## src/rtl/tbl_rd_pkg.sv

```systemverilog
package tbl_rd_pkg;
  typedef enum logic {LANE_LO = 1'b0, LANE_HI = 1'b1} lane_e;

  typedef struct packed {
    lane_e lane;
    logic  byte_mode;
    logic  sel_odd;
  } rd_kind_t;
endpackage

```

## src/rtl/tbl_page_reg.sv

```systemverilog
module tbl_page_reg #(
  parameter int PAGE_W = 8,
  parameter int REG_W  = 16
) (
  input  logic              clk,
  input  logic              rst_n,
  input  logic              wr_en,
  input  logic [PAGE_W-1:0] wr_data,
  output logic [PAGE_W-1:0] page,
  output logic [REG_W-1:0]  rd_data
);
  logic [PAGE_W-1:0] page_q, page_d;

  always_comb begin
    page_d = page_q;
    if (wr_en) page_d = wr_data;
  end

  always_ff @(posedge clk or negedge rst_n) begin
    if (!rst_n) page_q <= '0;
    else        page_q <= page_d;
  end

  assign page    = page_q;
  assign rd_data = REG_W'(page_q);
endmodule

```

## src/rtl/tbl_rd_seq.sv

```systemverilog
module tbl_rd_seq #(
  parameter int READ_CYCLES = 5,
  parameter int MEM_LAT     = 1
) (
  input  logic clk,
  input  logic rst_n,
  input  logic accept,
  output logic busy,
  output logic cap_en,
  output logic fin
);
  localparam int CNT_W = $clog2(READ_CYCLES + 1);
  localparam logic [CNT_W-1:0] LAST    = CNT_W'(READ_CYCLES - 1);
  localparam logic [CNT_W-1:0] CAP_IDX = CNT_W'(MEM_LAT);

  logic             busy_q, busy_d;
  logic [CNT_W-1:0] cnt_q, cnt_d;

  always_comb begin
    busy_d = busy_q;
    cnt_d  = cnt_q;
    if (accept) begin
      busy_d = 1'b1;
      cnt_d  = '0;
    end else if (busy_q) begin
      cnt_d = cnt_q + 1'b1;
      if (cnt_q == LAST) busy_d = 1'b0;
    end
  end

  always_ff @(posedge clk or negedge rst_n) begin
    if (!rst_n) begin
      busy_q <= 1'b0;
      cnt_q  <= '0;
    end else begin
      busy_q <= busy_d;
      cnt_q  <= cnt_d;
    end
  end

  assign busy   = busy_q;
  assign cap_en = busy_q && (cnt_q == CAP_IDX);
  assign fin    = busy_q && (cnt_q == LAST);
endmodule

```

## src/rtl/tbl_lane_extract.sv

```systemverilog
module tbl_lane_extract
  import tbl_rd_pkg::*;
#(
  parameter int WORD_W = 24,
  parameter int DATA_W = 16
) (
  input  logic [WORD_W-1:0] raw,
  input  rd_kind_t          kind,
  output logic [DATA_W-1:0] value
);
  localparam int BYTE_W = 8;
  localparam int HI_W   = WORD_W - DATA_W;

  always_comb begin
    value = '0;
    if (kind.lane == LANE_LO) begin
      if (kind.byte_mode)
        value[BYTE_W-1:0] = kind.sel_odd ? raw[2*BYTE_W-1:BYTE_W] : raw[BYTE_W-1:0];
      else
        value = raw[DATA_W-1:0];
    end else begin
      if (!(kind.byte_mode && kind.sel_odd))
        value[HI_W-1:0] = raw[WORD_W-1 -: HI_W];
    end
  end
endmodule

```

## src/rtl/paged_table_reader.sv

```systemverilog
module paged_table_reader
  import tbl_rd_pkg::*;
#(
  parameter int PAGE_W      = 8,
  parameter int PTR_W       = 16,
  parameter int WORD_W      = 24,
  parameter int DATA_W      = 16,
  parameter int READ_CYCLES = 5
) (
  input  logic                     clk,
  input  logic                     rst_n,
  input  logic                     pg_wr_en,
  input  logic [PAGE_W-1:0]        pg_wr_data,
  output logic [DATA_W-1:0]        pg_rd_data,
  input  logic                     req_valid,
  input  logic [PTR_W-1:0]         req_ptr,
  input  logic                     req_hi,
  input  logic                     req_byte,
  output logic                     busy,
  output logic                     mem_rd_en,
  output logic [PAGE_W+PTR_W-2:0]  mem_addr,
  input  logic [WORD_W-1:0]        mem_rdata,
  output logic                     done,
  output logic [DATA_W-1:0]        result
);
  localparam int MADDR_W = PAGE_W + PTR_W - 1;

  logic [PAGE_W-1:0] page;
  logic              accept, cap_en, fin;
  logic [DATA_W-1:0] view;

  logic [MADDR_W-1:0] addr_q, addr_d;
  logic               rden_q, rden_d;
  rd_kind_t           kind_q, kind_d;
  logic [WORD_W-1:0]  raw_q, raw_d;
  logic [DATA_W-1:0]  res_q, res_d;
  logic               done_q, done_d;

  tbl_page_reg #(.PAGE_W(PAGE_W), .REG_W(DATA_W)) page_i (
    .clk(clk), .rst_n(rst_n), .wr_en(pg_wr_en), .wr_data(pg_wr_data),
    .page(page), .rd_data(pg_rd_data)
  );

  tbl_rd_seq #(.READ_CYCLES(READ_CYCLES), .MEM_LAT(1)) seq_i (
    .clk(clk), .rst_n(rst_n), .accept(accept),
    .busy(busy), .cap_en(cap_en), .fin(fin)
  );

  tbl_lane_extract #(.WORD_W(WORD_W), .DATA_W(DATA_W)) ext_i (
    .raw(raw_q), .kind(kind_q), .value(view)
  );

  assign accept = req_valid && !busy;

  always_comb begin
    addr_d = addr_q;
    kind_d = kind_q;
    raw_d  = raw_q;
    res_d  = res_q;
    rden_d = accept;
    done_d = fin;
    if (accept) begin
      addr_d = {page, req_ptr[PTR_W-1:1]};
      kind_d = '{lane: lane_e'(req_hi), byte_mode: req_byte, sel_odd: req_ptr[0]};
    end
    if (cap_en) raw_d = mem_rdata;
    if (fin)    res_d = view;
  end

  always_ff @(posedge clk or negedge rst_n) begin
    if (!rst_n) begin
      addr_q <= '0;
      rden_q <= 1'b0;
      kind_q <= '0;
      raw_q  <= '0;
      res_q  <= '0;
      done_q <= 1'b0;
    end else begin
      addr_q <= addr_d;
      rden_q <= rden_d;
      kind_q <= kind_d;
      raw_q  <= raw_d;
      res_q  <= res_d;
      done_q <= done_d;
    end
  end

  assign mem_rd_en = rden_q;
  assign mem_addr  = addr_q;
  assign done      = done_q;
  assign result    = res_q;
endmodule

```

## config.mk

```make
export PLATFORM = sky130hd
export DESIGN_NAME = paged_table_reader
export DESIGN_NICKNAME = d
export VERILOG_FILES = /design/src/rtl/tbl_rd_pkg.sv /design/src/rtl/tbl_page_reg.sv /design/src/rtl/tbl_rd_seq.sv /design/src/rtl/tbl_lane_extract.sv /design/src/rtl/paged_table_reader.sv
export SDC_FILE = /design/constraint.sdc
export NUM_CORES = 1
export LEC_CHECK = 0
export CELL_PAD_IN_SITES_DETAIL_PLACEMENT = 0
export CELL_PAD_IN_SITES_GLOBAL_PLACEMENT = 1
export CORE_ASPECT_RATIO = 1.1
export CORE_MARGIN = 1
export CORE_UTILIZATION = 39
export CTS_CLUSTER_SIZE = 40
export DETAILED_ROUTE_END_ITERATION = 8
export PLACE_DENSITY = 0.84
export SLEW_MARGIN = 20
export SYNTH_ARGS = -nofsm -noshare
export SYNTH_HDL_FRONTEND = slang
export SYNTH_SLANG_ARGS = --single-unit
export TNS_END_PERCENT = 30
```

## constraint.sdc

```tcl
create_clock -name clk -period 2.7 [get_ports clk]
set_input_delay 0.27 -clock clk [delete_from_list [all_inputs] [get_ports clk]]
set_output_delay 0.27 -clock clk [all_outputs]
set_load 0.01 [all_outputs]
```

==> impl_metrics.csv <==
group,metric,value,unit
flow_run,drv_cap,0,
clock_tree,clk_latency,0.34,ns
place,place_hpwl,4720,um
clock_tree,root_buffer,"clkbuf_8",
floorplan,io-pin-count,112,
place,pre_cts_slack,0.864,ns
detailed_routing,wirelength,6760,um
power_and_ir_drop,power_leakage,0.00207,uW
critical_path,crit_chain,"inv_1 > ha_1 > nand3_2 > clkinv_1 > nor2_1 > a31oi_1",
synthesis,yosys.cell_types.count,22,
power_and_ir_drop,switching_power,1570,uW
sta,rsz0062_at_grt,"false",
synthesis,ys_seq_elements,80,
sta,setup_slack,0.872,ns
floorplan,start_util,0.407,
layout,diodes,0,
clock_tree,h-tree-depth,3,
global_route,grt_overflow_total,0,
sta,whs,-0.0453,ns
critical_path,arrival,2.03,ns
place,port-buffer-count,103,
detailed_routing,post_drt_wl_per_cell,14.8,um
critical_path,end_kind,"register",
synthesis,synth-seq-area-share,0.583,
floorplan,num_rows,35,
floorplan,dieArea,9190,um2
sta,finalCritPeriodShare,0.677,
detailed_routing,viasPerCell,4.73,
synthesis,ys_warn_count,0,
sta,finalHoldViolations,80,
synthesis,synthCells,242,
sta,finalWorstPathRequiredPeriod,1.83,ns
detailed_routing,drc,0,
sta,worst_slew_pin_slew,0.703,ns
sta,maxSlewViolCount,0,
clock_tree,postCtsSetupBuffers,0,
synthesis,netlist_area,3440,um2
critical_path,crit_path_start_kind,"register",
sta,final.setup_skew,0.00896,ns
synthesis,ys_async_sr_fraction,1.00,
power_and_ir_drop,seqPwrFrac,0.428,
floorplan,fp.dieW,91.5,um
critical_path,slowest_delay,0.54,ns
power_and_ir_drop,p_clk_frac,0.162,
floorplan,die_h,100,um
power_and_ir_drop,intPower,3450,uW
power_and_ir_drop,share_comb_of_total_power,0.410,
critical_path,rr_worst_depth,6,
layout,drive_gt1_frac,0.246,
sta,setup_tns,0,ns
global_route,antenna_found_initial,0,
synthesis,synth_edf_count,0,
layout,area.growth.synth_to_final,34.7,%
clock_tree,cts_resized,0,
synthesis,synthFlopType,"dfrtp_1",
synthesis,synth_top_area_share,0.583,
place,globalplace.congestion,0.713,
synthesis,yosysMostFrequentCell,"dfrtp_1",
detailed_routing,vias,2160,
synthesis,yosys-top-cells-area,"dfrtp_1 (58%), mux2_2 (16%), mux2_4 (8.3%)",
global_route,grt_usage,0.153,
worst_hold_path,hold_path_class,"input pin to asynchronous set/reset pin",
clock_tree,cts_buffers,9,
detailed_routing,drt_iter0_markers,48,
floorplan,coreArea,8450,um2
clock_tree,numClockSinks,80,
clock_tree,cts_tree,"built",
outcome,failed_checks,"hold timing",
sta,finalSetupViolations,0,
sta,slew_headroom,0.532,
outcome,status,"finished with violations",
global_route,grt_pass1_vias,2198,
clock_tree,cts.path.max_buffers,2,
power_and_ir_drop,worst_ir_drop_vdd,0.448,mV
global_route,grt_max_degree,81,
layout,fin_nets,399,
synthesis,avgSynthCellArea,14.2,um2
sta,clock.fmax,0.547,GHz
synthesis,ys_top_cells_by_count,"dfrtp_1 (80), mux2_2 (48), nand2_1 (25)",
synthesis,yosysTopAreaCell,"dfrtp_1",
critical_path,cp_slowest_cell,"clkinv_1",
power_and_ir_drop,swShare,0.312,
clock_tree,clk_pin_slew,0.08,ns
detailed_routing,ant_nets,0,
power_and_ir_drop,powerDensity,1080,nW/um2
global_route,grt_pass1_wl,10600,um
critical_path,path_class,"register to register",
critical_path,crit_fanout,26,
clock_tree,postCtsHoldBufs,0,
detailed_routing,detail_route.first_pass.iterations,4,
critical_path,crit_required,2.90,ns
==> critical path, delay by kind of cell (launching register included) <==
kind | cells | cell delay (ns)
adders and majority gates | 1 | 0.20
buffers and inverters | 2 | 0.60
AOI/OAI and AO/OA | 1 | 0.06
DFF | 1 | 0.40
and+or+nand+nor | 2 | 0.44
==> final cells by class <==
type,instances,area [um2]
fill,746,3820
sequential,80,2000
multi-input combinational,144,1260
timing repair buffer,103,1030
clock buffer,13,169
tap,111,139
inverter,4,15.0
clock inverter,2,13.8
==> power by group through the flow <==
stage	Sequential [uW]	Clock, uW	Combinational (uW)
global placement	2160	0	2040
global route	2230	892	2230
finish	2150	814	2060
floorplan	2150	0	1230
CTS	2160	840	2090
detailed placement	2180	0	2090
==> flip-flops by register name, summed over array words and instances (netlist names) <==
signal and flops:
raw_q 24, result 16, mem_addr 23, seq_i.cnt_q 3, done 1, mem_rd_en 1, seq_i.busy 1, page_i.page 8
kind_q 3
==> final timing paths <==
| check | slack, ns | to | startpoint |
|---|---|---|---|
| max reg2reg | 0.87 | result[2]$_DFFE_PN0P_ | seq_i.cnt_q[0]$_DFFE_PN0P_ |
| min reg2reg | 0.47 | result[13]$_DFFE_PN0P_ | result[13]$_DFFE_PN0P_ |
| max in group asynchronous | 2.28 | raw_q[6]$_DFFE_PN0P_ | rst_n |
| min | -0.05 | mem_addr[5]$_DFFE_PN0N_ | rst_n |
| max | 0.87 | result[2]$_DFFE_PN0P_ | seq_i.cnt_q[0]$_DFFE_PN0P_ |
| min in group clk | 0.47 | result[13]$_DFFE_PN0P_ | result[13]$_DFFE_PN0P_ |
==> cell usage in the layout, fill, tap and decap left out, drive strengths merged <==
cell type and count:
clkdlybuf4s50 102, ha 3, mux2 67, conb 8, nand2b 1, xor2 1
clkinv 3, clkbuf 13, nand4b 8, dfrtp 80, buf 1, nor2 11
a22o 2, a31oi 8, nand3b 1, nand3 9, nand2 25, inv 3
==> cell families (layout without fill, tap and decap cells) <==
family          Yosys count  after routing  share of synthesized area
buf+inv                  25            122                     0.0586
simple gates             55             55                     0.0841
xor+xnor                  1              1                    0.00255
fa+ha+maj                 3              3                     0.0109
mux                      67             67                      0.240
compound gates           10             10                     0.0197
flops                    80             80                      0.583
other cells               1              8                    0.00109
==> through the flow <==
step	power [uW]	std cells	instance area, um2	hold WS, ns	utilization
final	5020	457	4630	-0.0453	0.548
after global routing	5360	457	4630	0.0106	0.548
after CTS	5100	457	4630	0.121	0.547
after detailed placement	4270	442	4440	0.464	0.526
after global placement	4210	442	4440	0.467	0.526
after floorplan	3380	249	3460	-0.0256	-
==> routing by layer <==
layer | wire (um) | vias to the layer above | global-route usage
met1 | 2770 | 1056 | 0.187
met3 | 649 | 10 | 0.0667
met5 | 0 | - | 0
met4 | 104 | 0 | 0.0659
met2 | 3240 | 77 | 0.236
li1 | - | 1017 | -
(Power assumes the default switching activity.)
